$ cat config.mk
export PLATFORM = sky130hd
export DESIGN_NAME = frame_tstamp_unit
export DESIGN_NICKNAME = d
export VERILOG_FILES = /design/src/rtl/tsu_pkg.sv /design/src/rtl/tsu_timer.sv /design/src/rtl/tsu_frame_detect.sv /design/src/rtl/tsu_capture_reg.sv /design/src/rtl/frame_tstamp_unit.sv
export SDC_FILE = /design/constraint.sdc
export NUM_CORES = 1
export LEC_CHECK = 0
export BUFFER_PORTS_ARGS = -buffer_cell sky130_fd_sc_hd__buf_2
export CORE_UTILIZATION = 35
export CTS_CLUSTER_SIZE = 16
export DETAILED_ROUTE_END_ITERATION = 8
export HOLD_SLACK_MARGIN = 0.06
export MAX_ROUTING_LAYER = met4
export PLACE_DENSITY = 0.66
export SYNTH_ARGS = -nofsm -noshare
export SYNTH_HDL_FRONTEND = slang
export SYNTH_SLANG_ARGS = --single-unit
$ cat constraint.sdc
create_clock -name clk -period 3.37 [get_ports clk]
set_clock_uncertainty 0.05 [all_clocks]
set_input_delay 0.1685 -clock clk [delete_from_list [all_inputs] [get_ports clk]]
set_output_delay 0.1685 -clock clk [all_outputs]
set_load 0.05 [all_outputs]
$ cat src/rtl/tsu_pkg.sv
package tsu_pkg;
    localparam logic [3:0] PRE_NIB = 4'h5;
    localparam logic [3:0] DLM_NIB = 4'hD;

    typedef enum logic [1:0] {
        ST_HUNT  = 2'd0,
        ST_GOT5  = 2'd1,
        ST_FOUND = 2'd2
    } dlm_st_e;
endpackage

$ cat src/rtl/tsu_timer.sv
module tsu_timer #(
    parameter int TS_W    = 64,
    parameter int INC_W   = 8,
    parameter int DEF_INC = 40
) (
    input  logic             clk,
    input  logic             rst_n,
    input  logic             inc_wr,
    input  logic [INC_W-1:0] inc_val,
    input  logic             tmr_wr,
    input  logic [TS_W-1:0]  tmr_val,
    output logic [TS_W-1:0]  tmr_now,
    output logic [INC_W-1:0] inc_cur
);
    typedef struct packed {
        logic [TS_W-1:0]  tmr;
        logic [INC_W-1:0] inc;
    } tmr_s;

    tmr_s st_d, st_q;

    always_comb begin
        st_d = st_q;
        if (tmr_wr) st_d.tmr = tmr_val;
        else        st_d.tmr = st_q.tmr + TS_W'(st_q.inc);
        if (inc_wr) st_d.inc = inc_val;
    end

    always_ff @(posedge clk or negedge rst_n) begin
        if (!rst_n) begin
            st_q.tmr <= '0;
            st_q.inc <= INC_W'(DEF_INC);
        end else begin
            st_q <= st_d;
        end
    end

    assign tmr_now = st_q.tmr;
    assign inc_cur = st_q.inc;
endmodule

$ cat src/rtl/tsu_frame_detect.sv
module tsu_frame_detect
    import tsu_pkg::*;
(
    input  logic       clk,
    input  logic       rst_n,
    input  logic       sfd_mode,
    input  logic       en,
    input  logic [3:0] nib,
    output logic       evt
);
    typedef struct packed {
        logic    prev_en;
        dlm_st_e st;
    } det_s;

    det_s det_d, det_q;
    logic sof_hit, dlm_hit;

    always_comb begin
        sof_hit = en && !det_q.prev_en;
        dlm_hit = en && (det_q.st == ST_GOT5) && (nib == DLM_NIB);
        evt     = sfd_mode ? dlm_hit : sof_hit;

        det_d         = det_q;
        det_d.prev_en = en;
        if (!en) begin
            det_d.st = ST_HUNT;
        end else begin
            unique case (det_q.st)
                ST_HUNT: if (nib == PRE_NIB) det_d.st = ST_GOT5;
                ST_GOT5: begin
                    if (nib == DLM_NIB)      det_d.st = ST_FOUND;
                    else if (nib != PRE_NIB) det_d.st = ST_HUNT;
                end
                ST_FOUND: det_d.st = ST_FOUND;
                default:  det_d.st = ST_HUNT;
            endcase
        end
    end

    always_ff @(posedge clk or negedge rst_n) begin
        if (!rst_n) begin
            det_q.prev_en <= 1'b0;
            det_q.st      <= ST_HUNT;
        end else begin
            det_q <= det_d;
        end
    end
endmodule

$ cat src/rtl/tsu_capture_reg.sv
module tsu_capture_reg #(
    parameter int TS_W = 64
) (
    input  logic            clk,
    input  logic            rst_n,
    input  logic            evt,
    input  logic            rd,
    input  logic [TS_W-1:0] now,
    output logic [TS_W-1:0] ts,
    output logic            vld,
    output logic            ovf
);
    typedef struct packed {
        logic [TS_W-1:0] ts;
        logic            vld;
        logic            ovf;
    } cap_s;

    cap_s cap_d, cap_q;

    always_comb begin
        cap_d = cap_q;
        if (rd) begin
            cap_d.vld = 1'b0;
            cap_d.ovf = 1'b0;
        end
        if (evt) begin
            if (!cap_q.vld || rd) begin
                cap_d.ts  = now;
                cap_d.vld = 1'b1;
            end else begin
                cap_d.ovf = 1'b1;
            end
        end
    end

    always_ff @(posedge clk or negedge rst_n) begin
        if (!rst_n) cap_q <= '0;
        else        cap_q <= cap_d;
    end

    assign ts  = cap_q.ts;
    assign vld = cap_q.vld;
    assign ovf = cap_q.ovf;
endmodule

$ cat src/rtl/frame_tstamp_unit.sv
module frame_tstamp_unit #(
    parameter int TS_W    = 64,
    parameter int INC_W   = 8,
    parameter int DEF_INC = 40
) (
    input  logic             clk,
    input  logic             rst_n,
    input  logic             sfd_mode,
    input  logic             inc_wr,
    input  logic [INC_W-1:0] inc_val,
    input  logic             tmr_wr,
    input  logic [TS_W-1:0]  tmr_val,
    output logic [TS_W-1:0]  tmr_now,
    input  logic             rx_dv,
    input  logic [3:0]       rx_d,
    input  logic             tx_en,
    input  logic [3:0]       tx_d,
    input  logic             rx_rd,
    output logic [TS_W-1:0]  rx_ts,
    output logic             rx_vld,
    output logic             rx_ovf,
    input  logic             tx_rd,
    output logic [TS_W-1:0]  tx_ts,
    output logic             tx_vld,
    output logic             tx_ovf
);
    localparam int N_DIR = 2;

    logic [INC_W-1:0] inc_cur;
    logic [N_DIR-1:0] en_a, rd_a, evt_a, vld_a, ovf_a;
    logic [3:0]       nib_a [N_DIR];
    logic [TS_W-1:0]  ts_a  [N_DIR];

    assign en_a     = {tx_en, rx_dv};
    assign rd_a     = {tx_rd, rx_rd};
    assign nib_a[0] = rx_d;
    assign nib_a[1] = tx_d;

    tsu_timer #(.TS_W(TS_W), .INC_W(INC_W), .DEF_INC(DEF_INC)) u_timer (
        .clk     (clk),
        .rst_n   (rst_n),
        .inc_wr  (inc_wr),
        .inc_val (inc_val),
        .tmr_wr  (tmr_wr),
        .tmr_val (tmr_val),
        .tmr_now (tmr_now),
        .inc_cur (inc_cur)
    );

    for (genvar g = 0; g < N_DIR; g++) begin : g_dir
        tsu_frame_detect u_det (
            .clk      (clk),
            .rst_n    (rst_n),
            .sfd_mode (sfd_mode),
            .en       (en_a[g]),
            .nib      (nib_a[g]),
            .evt      (evt_a[g])
        );
        tsu_capture_reg #(.TS_W(TS_W)) u_cap (
            .clk   (clk),
            .rst_n (rst_n),
            .evt   (evt_a[g]),
            .rd    (rd_a[g]),
            .now   (tmr_now),
            .ts    (ts_a[g]),
            .vld   (vld_a[g]),
            .ovf   (ovf_a[g])
        );
    end

    assign rx_ts  = ts_a[0];
    assign rx_vld = vld_a[0];
    assign rx_ovf = ovf_a[0];
    assign tx_ts  = ts_a[1];
    assign tx_vld = vld_a[1];
    assign tx_ovf = ovf_a[1];
endmodule

### Word level (Yosys, flattened, before mapping)

Index checks and enable logic that the tools add are counted.

* bits of input ports: 89
* output and inout port bits: 196
* flip-flop bits (word level): 210
* logic and storage cells: 66

* muxes and demuxes: 21
* eq/ne operators: 14
* reduce and logical (&&, ||, !) cells: 18
* $add $sub $neg: 1

Operators by type and width (number)
* $add A64 B8 Y64: 1
* $mux W64: 1
* $mux W2: 12
* $pmux W2 S3: 2
* $eq A4 B3 Y1 const B: 2
* $eq A4 B4 Y1 const B: 2
* $ne A4 B3 Y1 const B: 2
* $ne A4 B4 Y1 const B: 2
* $reduce_and A2 Y1: 4
* $logic_and A1 B1 Y1: 6
* $mux W1: 6
* $ne A3 B2 Y1 const B: 2
* $eq A2 B1 Y1 const B: 2
* $eq A2 B2 Y1 const B: 2
* $logic_not A1 Y1: 4
* $logic_not A2 Y1: 2
* $logic_or A1 B1 Y1: 2

### Longest topological paths before layout

* depth in word-level cells: 5
* mapped depth: 8
* gate-level depth less buffers: 7

### Modules after synthesis

From an unflattened synthesis, not the netlist that was laid out.

* cell total of the unflattened synthesis: 803
* area total of the unflattened synthesis: 10171.0 um^2

By module, submodules not included
* tsu_capture_reg: cells an instance 141, seq. area each 1651.6 um^2, area each 2705.1 um^2, instances 2
* tsu_timer: cells an instance 499, seq. area each 1804.2 um^2, area each 4478.0 um^2, instances 1
* tsu_frame_detect (g_dir[0].u_det): cells an instance 11, seq. area each 75.1 um^2, area each 155.1 um^2, instances 1
* tsu_frame_detect (g_dir[1].u_det): cells an instance 11, seq. area each 75.1 um^2, area each 127.6 um^2, instances 1

### Worst setup path before layout

Ideal clock, no wire load.

* path type: reg2reg
* start: reg u_timer.st_q (netlist bit u_timer.tmr_now[0])
* end: reg u_timer.st_q (netlist bit u_timer.tmr_now[58])
* setup time: 0.141 ns
* required time: 3.179 ns
* clock period less this slack: 2.844 ns
* path buffers: 1
* cell stages (with the launch flop): 9
* slack: 0.526 ns
* arrival time: 2.653 ns
* cells stage by stage: dfrtp_1 > ha_1 > fa_1 > a211oi_1 > or3_1 > clkbuf_1 > a2111oi_0 > a31o_2 > a31oi_1

RTL lines
* from (decl): line tsu_timer.sv:20 `tmr_s st_d, st_q;`
* from (signal assigned): line tsu_timer.sv:34 `st_q <= st_d;`

==> out/qor.yml <==
outcome: "finished with violations"
failed_checks: "DRC"
post_drt_wl_per_cell_um: 17.5
ctsResizeCount: 0
power_density_nw_per_um2: 789
clk_pin_slew_ps: 60
cp.required_ps: 3750
swShare_pct: 42.9
dpl.hpwl_um: 18100
hold_path.class: "input pin to flip-flop"
drive_gt1_share_pct: 41.4
place_congestion: 0.751
drt_iter0_drc: 365
tns_ps: 0
synth_edf_count: 0
pin_count: 285
netlist_area_um2: 9430
cts.sinks: 210
cp-end-kind: "flip-flop"
grt_overflow: 0
finalSetupViolations: 0
rsz0062_at_grt: "false"
critPathKind: "flip-flop to flip-flop"
drc: 40
netlist.area_leader.share_pct: 55.2
yosys_warnings: 0
firstDrtPassIters: 8
tightest_slew_ps: 1020
track_usage_pct: 20.1
peakVddDrop_v: 0.000432
die_h_um: 166
coreArea_um2: 26300
comb_power_share_pct: 39.8
min_period_over_period_pct: 84.7
synth_cell_types: 47
finalHoldViolations: 0
ant_nets: 0
synth_area_per_cell_um2: 11.8
cp_data_arrival_time_ps: 3240
stdcell_count: 1526
initial_core_util_pct: 35.9
fillers: 2397
drv_cap: 0
rows: 59
syn-num-nets: 894
seq_power_share_pct: 34.1
fin_nets: 1272
cts_setup_buffers: 0
slew_headroom_pct: 31.8
grt_max_degree: 131
dieArea_um2: 27600
synth-seq-cells: 210
utilization_pct: 49.6
synthArstFlopShare_pct: 100
cp_max_fo: 17
grt_pass1_vias: 7791
yosys.area.top_type: "dfrtp_1"
viasPerCell: 5.05
cts_inserted_buffers: 23
num_vias: 7704
cellLeakagePower_uw: 0.00576
drt_wl_total_um: 26800
cts_tree: "done"
syn-instance-count: 796
grt_first_pass_wirelength_um: 43200
hold_buffers: 91
start_kind: "flip-flop"
root_buffer: "clkbuf_16"
final_cell_mix: "buf_2 (283), dfrtp_1 (208), mux2_2 (141)"
pwr-share-clk_pct: 26.0
whs_ps: 143
synthTopCellsByArea: "dfrtp_1 (55%), mux2_2 (17%), o21ai_0 (2.8%), nand2_1 (2.3%), xnor2_1 (2.0%)"
maxSlewViolCount: 0
power.total_uw: 10300
rrSetupSlack_ps: 510
insertion_delay_ps: 520
place_inst: 1393
port_buffers: 284
fmax_ghz: 0.350
layout_commonest_cell: "buf_2"
area_growth_pct: 38.2
p_int_uw: 5870
ys_seq_area_share_pct: 55.7
p_sw_uw: 4420
clock_path_buffers: 3
grt_antenna_before_repair: 0
layout_min_cycle_time_ps: 2860
die_w_um: 166
cts-htree-levels: 1
synth_ff_type: "dfrtp_1"
-- synth_stat cells, types with 12 or more instances --
| cell type | count |
|---|---|
| mux2_2 | 141 |
| dfrtp_1 | 208 |
| xnor2_1 | 21 |
| o21ai_0 | 53 |
| nand4_1 | 20 |
| or3_1 | 22 |
| nand3_1 | 19 |
| nor2_1 | 38 |
| inv_1 | 13 |
| or4_1 | 12 |
| a31oi_1 | 29 |
| clkbuf_1 | 33 |
| a21oi_1 | 12 |
| nand2_1 | 58 |
-- final timing paths --
check / depth (start not counted) / from / endpoint
max in group asynchronous: 3 / rst_n / u_timer.tmr_now[41]$_DFF_PN0_
max: 6 / u_timer.tmr_now[6]$_DFF_PN0_ / u_timer.tmr_now[43]$_DFF_PN0_
min reg2reg: 1 / g_dir[1].u_cap.ovf$_DFF_PN0_ / g_dir[1].u_cap.ovf$_DFF_PN0_
max reg2reg: 6 / u_timer.tmr_now[6]$_DFF_PN0_ / u_timer.tmr_now[43]$_DFF_PN0_
min in group asynchronous: 2 / rst_n / g_dir[1].u_det.det_q[1]$_DFFE_PN0P_
min: 5 / sfd_mode / g_dir[0].u_cap.vld$_DFF_PN0_
-- final cells by class --
class / instances / area (um^2) / area share (%)
clock inverter: 11 / 158 / 1.21
inverter: 13 / 48.8 / 0.374
clock buffer: 30 / 642 / 4.92
antenna: 1 / 2.50 / 0.0192
multi-input combinational: 531 / 3980 / 30.5
sequential: 210 / 5260 / 40.3
timing repair buffer: 395 / 2530 / 19.4
tap: 335 / 419 / 3.22
-- power groups by stage --
| stage | sequential (uW) | combinational [uW] | clock (uW) |
|---|---|---|---|
| after CTS | 3510 | 4110 | 2760 |
| after global routing | 3600 | 4300 | 2850 |
| after floorplan | 5470 | 1010 | 0 |
| final | 3510 | 4100 | 2680 |
| after global placement | 3530 | 3980 | 0 |
| after detailed placement | 3550 | 4010 | 0 |
-- state kept, by name, indices dropped and copies added (netlist names) --
name and count:
g_dir.u_cap.ovf 2, u_timer.tmr_now 64, g_dir.u_det.det_q 6, g_dir.u_cap.ts 128, g_dir.u_cap.vld 2, u_timer.inc_cur 8
-- cell families (layout without fill, tap and decap cells) --
family                     Yosys count  after routing  synth area share [%]
AOI/OAI and AO/OA                  143            143                  9.49
xor gates and xnor gates            32             32                  2.97
adders and majority gates            9              9                  1.27
buffers and inverters               55            449                  2.33
DFF                                210            210                  55.7
muxes                              141            141                  16.8
other                                0              1                     0
and+or+nand+nor                    206            206                  11.4
-- stage by stage --
stage          setup slack, ps  cell area, um^2
6_report                   514            13000
5_1_grt                    356            13000
4_1_cts                    514            13000
3_5_place_dp               543            11300
3_3_place_gp               599            11300
2_1_floorplan              526             9430
-- per-layer routing --
metal	global-route usage (%)	share of wire, %	vias up
li1	-	-	3671
met1	26.4	46	3779
met2	32.7	47	219
met3	3.03	5.1	35
met4	4.43	1.9	0
met5	-	0	-
-- worst max-delay path, stage by stage (launching register included) --
cell	delay, ps
dfrtp_1	400
ha_1	400
nand3_1	160
o211a_1	450
a2111o_1	710
or3_1	430
a31oi_1	170
No activity file was read; power rests on OpenSTA's default activity.
